File: src/rtl/rxf_pkg.sv
package rxf_pkg;
  localparam int ID_W    = 29;
  localparam int BIDX_W  = 7;
  localparam int FIFO_W  = 3;
  localparam int LABEL_W = 12;
  localparam int DATA_W  = 32;
  localparam int FLD_W   = 2;

  typedef enum logic [FLD_W-1:0] {
    FLD_IDENT = 2'd0,
    FLD_MASK  = 2'd1,
    FLD_ROUTE = 2'd2,
    FLD_NONE  = 2'd3
  } fld_e;

  // bit positions in the routing word
  localparam int RT_BVLD  = BIDX_W;
  localparam int RT_FIFO  = BIDX_W + 1;
  localparam int RT_LABEL = 16;

  typedef struct packed {
    logic [ID_W-1:0]    id;
    logic               ide;
    logic               rtr;
    logic               lb;
    logic [ID_W-1:0]    id_m;
    logic               ide_m;
    logic               rtr_m;
    logic [BIDX_W-1:0]  bidx;
    logic               bvld;
    logic [FIFO_W-1:0]  fifo;
    logic [LABEL_W-1:0] label;
  } rule_t;
endpackage

File: src/rtl/rxf_rule_table.sv
module rxf_rule_table
  import rxf_pkg::*;
#(
  parameter int NUM_RULES = 16,
  localparam int RIDX_W = $clog2(NUM_RULES),
  localparam int ADDR_W = RIDX_W + FLD_W
) (
  input  logic              clk_i,
  input  logic              rst_ni,
  input  logic              wr_en_i,
  input  logic [ADDR_W-1:0] wr_addr_i,
  input  logic [DATA_W-1:0] wr_data_i,
  output rule_t             rules_o [NUM_RULES]
);
  logic [RIDX_W-1:0] wr_rule;
  fld_e              wr_fld;

  assign wr_rule = wr_addr_i[ADDR_W-1:FLD_W];
  assign wr_fld  = fld_e'(wr_addr_i[FLD_W-1:0]);

  for (genvar r = 0; r < NUM_RULES; r++) begin : g_rule
    rule_t q;
    logic  hit;
    assign hit = wr_en_i && (wr_rule == RIDX_W'(r));

    always_ff @(posedge clk_i or negedge rst_ni) begin
      if (!rst_ni) begin
        q <= '0;
      end else if (hit) begin
        unique case (wr_fld)
          FLD_IDENT: begin
            q.id  <= wr_data_i[ID_W-1:0];
            q.ide <= wr_data_i[ID_W];
            q.rtr <= wr_data_i[ID_W+1];
            q.lb  <= wr_data_i[ID_W+2];
          end
          FLD_MASK: begin
            q.id_m  <= wr_data_i[ID_W-1:0];
            q.ide_m <= wr_data_i[ID_W];
            q.rtr_m <= wr_data_i[ID_W+1];
          end
          FLD_ROUTE: begin
            q.bidx  <= wr_data_i[BIDX_W-1:0];
            q.bvld  <= wr_data_i[RT_BVLD];
            q.fifo  <= wr_data_i[RT_FIFO +: FIFO_W];
            q.label <= wr_data_i[RT_LABEL +: LABEL_W];
          end
          default: ;
        endcase
      end
    end

    assign rules_o[r] = q;
  end
endmodule

File: src/rtl/rxf_rule_match.sv
module rxf_rule_match
  import rxf_pkg::*;
#(
  parameter int NUM_RULES = 16,
  localparam int CMP_W = ID_W + 2
) (
  input  rule_t           rules_i [NUM_RULES],
  input  logic [ID_W-1:0] id_i,
  input  logic            ide_i,
  input  logic            rtr_i,
  input  logic            self_i,
  input  logic            mirror_i,
  output logic [NUM_RULES-1:0] hit_o
);
  logic [CMP_W-1:0] hdr;
  assign hdr = {rtr_i, ide_i, id_i};

  for (genvar r = 0; r < NUM_RULES; r++) begin : g_cmp
    logic [CMP_W-1:0] ref_v, msk_v;
    logic             eq, elig;
    assign ref_v = {rules_i[r].rtr, rules_i[r].ide, rules_i[r].id};
    assign msk_v = {rules_i[r].rtr_m, rules_i[r].ide_m, rules_i[r].id_m};
    assign eq    = ((hdr ^ ref_v) & msk_v) == '0;
    // mirror on: loopback bit must equal origin; off: only foreign frames
    assign elig  = mirror_i ? (rules_i[r].lb == self_i) : !self_i;
    assign hit_o[r] = eq && elig;
  end
endmodule

File: src/rtl/rxf_prio_pick.sv
module rxf_prio_pick #(
  parameter int N = 16,
  localparam int IDX_W = $clog2(N)
) (
  input  logic [N-1:0]     req_i,
  output logic             found_o,
  output logic [IDX_W-1:0] idx_o
);
  always_comb begin
    found_o = 1'b0;
    idx_o   = '0;
    for (int i = N - 1; i >= 0; i--) begin
      if (req_i[i]) begin
        found_o = 1'b1;
        idx_o   = IDX_W'(i);
      end
    end
  end
endmodule

File: src/rtl/rx_rule_filter.sv
module rx_rule_filter
  import rxf_pkg::*;
#(
  parameter int NUM_RULES = 16,
  localparam int RIDX_W = $clog2(NUM_RULES),
  localparam int ADDR_W = RIDX_W + FLD_W
) (
  input  logic               clk_i,
  input  logic               rst_ni,
  input  logic               wr_en_i,
  input  logic [ADDR_W-1:0]  wr_addr_i,
  input  logic [DATA_W-1:0]  wr_data_i,
  input  logic               mirror_en_i,
  input  logic               frm_valid_i,
  input  logic [ID_W-1:0]    frm_id_i,
  input  logic               frm_ide_i,
  input  logic               frm_rtr_i,
  input  logic               frm_self_i,
  output logic               res_valid_o,
  output logic               res_accept_o,
  output logic [RIDX_W-1:0]  res_rule_o,
  output logic               res_buf_valid_o,
  output logic [BIDX_W-1:0]  res_buf_idx_o,
  output logic [FIFO_W-1:0]  res_fifo_sel_o,
  output logic [LABEL_W-1:0] res_label_o
);
  rule_t                 rules [NUM_RULES];
  logic [NUM_RULES-1:0]  hit;
  logic                  found;
  logic [RIDX_W-1:0]     win;
  rule_t                 wr_rule;

  rxf_rule_table #(.NUM_RULES(NUM_RULES)) u_table (
    .clk_i     (clk_i),
    .rst_ni    (rst_ni),
    .wr_en_i   (wr_en_i),
    .wr_addr_i (wr_addr_i),
    .wr_data_i (wr_data_i),
    .rules_o   (rules)
  );

  rxf_rule_match #(.NUM_RULES(NUM_RULES)) u_match (
    .rules_i  (rules),
    .id_i     (frm_id_i),
    .ide_i    (frm_ide_i),
    .rtr_i    (frm_rtr_i),
    .self_i   (frm_self_i),
    .mirror_i (mirror_en_i),
    .hit_o    (hit)
  );

  rxf_prio_pick #(.N(NUM_RULES)) u_pick (
    .req_i   (hit),
    .found_o (found),
    .idx_o   (win)
  );

  assign wr_rule = rules[win];

  always_ff @(posedge clk_i or negedge rst_ni) begin
    if (!rst_ni) begin
      res_valid_o <= 1'b0;
    end else begin
      res_valid_o <= frm_valid_i;
    end
  end

  // table is read before the same-edge write lands
  always_ff @(posedge clk_i or negedge rst_ni) begin
    if (!rst_ni) begin
      res_accept_o    <= 1'b0;
      res_rule_o      <= '0;
      res_buf_valid_o <= 1'b0;
      res_buf_idx_o   <= '0;
      res_fifo_sel_o  <= '0;
      res_label_o     <= '0;
    end else if (frm_valid_i) begin
      res_accept_o    <= found;
      res_rule_o      <= found ? win : '0;
      res_buf_valid_o <= found && wr_rule.bvld;
      res_buf_idx_o   <= found ? wr_rule.bidx  : '0;
      res_fifo_sel_o  <= found ? wr_rule.fifo  : '0;
      res_label_o     <= found ? wr_rule.label : '0;
    end
  end
endmodule

File: config.mk
export PLATFORM = sky130hd
export DESIGN_NAME = rx_rule_filter
export DESIGN_NICKNAME = d
export VERILOG_FILES = /design/src/rtl/rxf_pkg.sv /design/src/rtl/rxf_rule_table.sv /design/src/rtl/rxf_rule_match.sv /design/src/rtl/rxf_prio_pick.sv /design/src/rtl/rx_rule_filter.sv
export SDC_FILE = /design/constraint.sdc
export NUM_CORES = 2
export LEC_CHECK = 0
export CORE_ASPECT_RATIO = 1.75
export CORE_MARGIN = 3
export CORE_UTILIZATION = 40
export CTS_BUF_LIST = sky130_fd_sc_hd__clkbuf_4 sky130_fd_sc_hd__clkbuf_8
export CTS_CLUSTER_DIAMETER = 80
export DETAILED_ROUTE_END_ITERATION = 12
export PLACE_DENSITY = 0.52
export SLEW_MARGIN = 30
export SYNTH_ARGS = -nofsm -noshare
export SYNTH_HDL_FRONTEND = slang
export SYNTH_SLANG_ARGS = --single-unit
File: constraint.sdc
create_clock -name clk_i -period 3.67 [get_ports clk_i]
set_input_delay 0.5505 -clock clk_i [delete_from_list [all_inputs] [get_ports clk_i]]
set_output_delay 0.5505 -clock clk_i [all_outputs]
set_load 0.1 [all_outputs]
==> out/results.txt <==
Pwr/cell area -> 633 nW/µm²
Final hold violations -> 0
Largest cells by area after synthesis -> dfrtp_1 55%, mux2_2 24%, xor2_1 6.8%, a22oi_1 3.0%, clkbuf_1 1.7%
Clock Sinks -> 1405
Fill cells -> 14100
Synthesized instance count -> 4672
Layout Area Growth over Synthesis -> 18.4%
Mapped Avg Cell Area -> 13.6 µm²
Sequential cell area -> 35200 µm²
Die width -> 308 µm
Vias per cell -> 5.61
Die Y -> 534 µm
Ys flop type -> dfrtp_1
Yosys reg bits -> 1405
Final-report setup violation count -> 0
Async S/R FF share, synth -> 100%
# port buffers -> 103
Dpl ws -> -0.978 ns
Initial antenna violation count -> 26
Clock tree buffer depth -> 4
First-pass GRT wire length -> 315 mm
DRC viols -> 0
RSZ-0062 raised after global routing -> yes
Initial Util -> 40.3%
Overall Global Routing Usage -> 26.6%
Crit-path slowest cell -> dfrtp_2
Worst setup path class -> reg -> reg
Arrival time of the worst setup path -> 4.50 ns
Remaining global-route overflow -> 0
Vias in the first global route -> 43500
Drt wl/cell -> 30.2 µm
EDFF count, synth -> 0
Largest stage delay on the critical path -> 0.52 ns
Finished Layout Cells -> 7264
Crit path top cell by count -> o211a_1
Post-synth top area cell -> dfrtp_1
Worst Max-Slew Pin Slew -> 1.07 ns
Post-route setup slack -> 0.0390 ns
Rel. slew slack -> 28.9%
Area share of the largest cell type after synthesis -> 55.3%
CP required -> 4.53 ns
CTS root buffer -> clkbuf_8
Cells after DPL -> 6875
Area of the multi-input gates -> 27000 µm²
Final net count -> 5139
Crit-path cells -> xor2_4 -> a22oi_2 -> nand4_1 -> buf_6 -> or4_4 -> nor4bb_4 -> o311a_1 -> o211a_1 -> buf_12 -> o211a_1 -> a31oi_2 -> buf_4 -> a32oi_1 -> o21ai_1
CTS tree -> built
Core Area -> 158000 µm²
Routed wire length -> 219 mm
Synth unique cells -> 57
VDD IR max -> 479 µV
DP HPWL -> 145 mm
H-tree lvl count -> 4
Element type at the critical path start -> flop
Status -> completed
Pins Over Slew Limit -> 0
Worst skew pair latency -> 0.93 ns
Worst Setup End Kind -> flop
R2R setup slack -> 0.04 ns
HP Class -> in -> reg
Vias -> 40800
FP Rows -> 193
Final min period -> 3.63 ns
Buf/Inv on CP -> 3
Layout cells sized above 1 -> 46.0%
Post-synthesis sequential area ratio -> 55.3%
Synth Net Count -> 4747
Die Area -> 164000 µm²
Static leakage -> 36.3 nW
Kind of cell adding the most delay to the critical path -> compound AO/OA/AOI/OAI gates
Worst-path clk slew -> 0.07 ns
Peak Freq -> 275 MHz
IO Pins -> 104
GP Congestion -> 0.834
Pre-antenna DRT Iters -> 5
Clk_skew -> 0.0546 ns
Max cap viols -> 0
Antenna violation net count after detailed routing -> 0
Synth warnings -> 0
Drt first-iter violations -> 2325
Period Utilization, post-route -> 98.9%
Crit Path Max Fanout -> 28
Mapped cell area -> 63600 µm²
Total CTS buffers -> 218
Pin count of the biggest net entering global routing -> 104
-- worst register-to-register path: stages (launching register included) --
cell,delay (ns)
dfrtp_2,0.52
xor2_4,0.27
a22oi_2,0.21
nand4_1,0.11
buf_6,0.15
or4_4,0.46
nor4bb_4,0.20
o311a_1,0.37
o211a_1,0.24
buf_12,0.18
o211a_1,0.20
a31oi_2,0.24
buf_4,0.21
a32oi_1,0.11
o21ai_1,0.09
-- worst paths after layout --
| path | startpoint | end | cells after the start |
|---|---|---|---|
| setup / recovery | u_table.rules_o[147]$_DFFE_PN0P_ | res_label_o[6]$_DFFE_PN0P_ | 14 |
| hold / removal | wr_data_i[27] | u_table.rules_o[772]$_DFFE_PN0P_ | 2 |
| setup reg to reg | u_table.rules_o[147]$_DFFE_PN0P_ | res_label_o[6]$_DFFE_PN0P_ | 14 |
| hold reg to reg | res_accept_o$_DFFE_PN0P_ | res_accept_o$_DFFE_PN0P_ | 1 |
| max in group asynchronous | rst_ni | u_table.rules_o[585]$_DFFE_PN0P_ | 4 |
| min in group asynchronous | rst_ni | u_table.rules_o[704]$_DFFE_PN0P_ | 2 |
-- state kept, by name, summed over array words and instances, names as in the netlist --
signal / flops
res_buf_valid_o: 1
res_buf_idx_o: 7
u_table.rules_o: 1376
res_accept_o: 1
res_fifo_sel_o: 3
res_rule_o: 4
res_label_o: 12
res_valid_o: 1
-- synthesized netlist by cell type, drive strengths merged, types with 26 or more instances --
master / count
nand4: 64
o21ai: 47
a22oi: 256
clkbuf: 284
inv: 27
nand2: 76
buf: 126
mux2: 1376
dfrtp: 1405
and2: 26
a21o: 40
nor2: 41
xor2: 496
nand3: 69
mux2i: 92
-- layout by cell type, fill, tap and decap left out, types with 27 or more instances in the layout --
master           Yosys  routed
nand4_1             64      64
clkbuf_4             1      67
mux2_2            1376    1376
buf_12               1     125
xor2_1             496     494
clkbuf_8             0     267
a21o_1              40      40
nand3_1             69      68
inv_1               27      27
mux2i_1             92      91
clkdlybuf4s50_1      0      31
dfrtp_1           1405    1404
buf_4               28     345
buf_2               54      58
nand2_1             75      74
a22oi_1            256     250
-- repair_timing --
action | CTS | global route
hold buffers | 1 | 0
hold endpoints to repair | 99 | 0
gates cloned | 3 | 2
setup endpoints to repair | 24 | 23
gates resized for setup | 41 | 25
pin swaps | 12 | 30
buffers inserted | 7 | 8
-- final cells by class --
type,instances,share of cell area [%]
antenna,10,0.0332
clock buffer,334,5.54
clock inverter,29,0.355
inverter,27,0.134
multi-input combinational,2830,35.9
sequential,1405,46.7
tap,2047,3.40
timing repair buffer,582,7.98
-- power breakdown --
group          internal (mW)  switching (mW)  total (mW)
Clock                   7.47            6.32        13.8
Sequential              17.6            1.31        18.9
Combinational           6.80            8.15        14.9
-- routing by layer --
metal / track usage [%] / up-vias / wire length (µm)
met5: 0 / - / 13
met4: 12.9 / 2 / 13500
met3: 3.26 / 437 / 7750
met2: 48.0 / 917 / 113000
met1: 31.2 / 21900 / 85100
li1: - / 17500 / -
-- cell families after synthesis --
family,synth area share (%)
mux,25.8
flops,55.3
xor+xnor,6.83
compound gates,6.03
simple gates,3.14
buf+inv,2.95
-- through the flow --
step	hold slack [ns]	TNS, ns	utilization, %	power (mW)	instance area (µm²)
floorplan	0.255	0	-	26.7	63600
global placement	0.468	-22.96	44.5	33.2	70300
detailed placement	0.479	-20.32	44.5	33.4	70400
CTS	0.0745	-0.0818	47.6	48.0	75200
global route	0.0930	-0.334	47.7	49.7	75300
finish	0.141	0	47.7	47.7	75400
(Power assumes the default switching activity.)
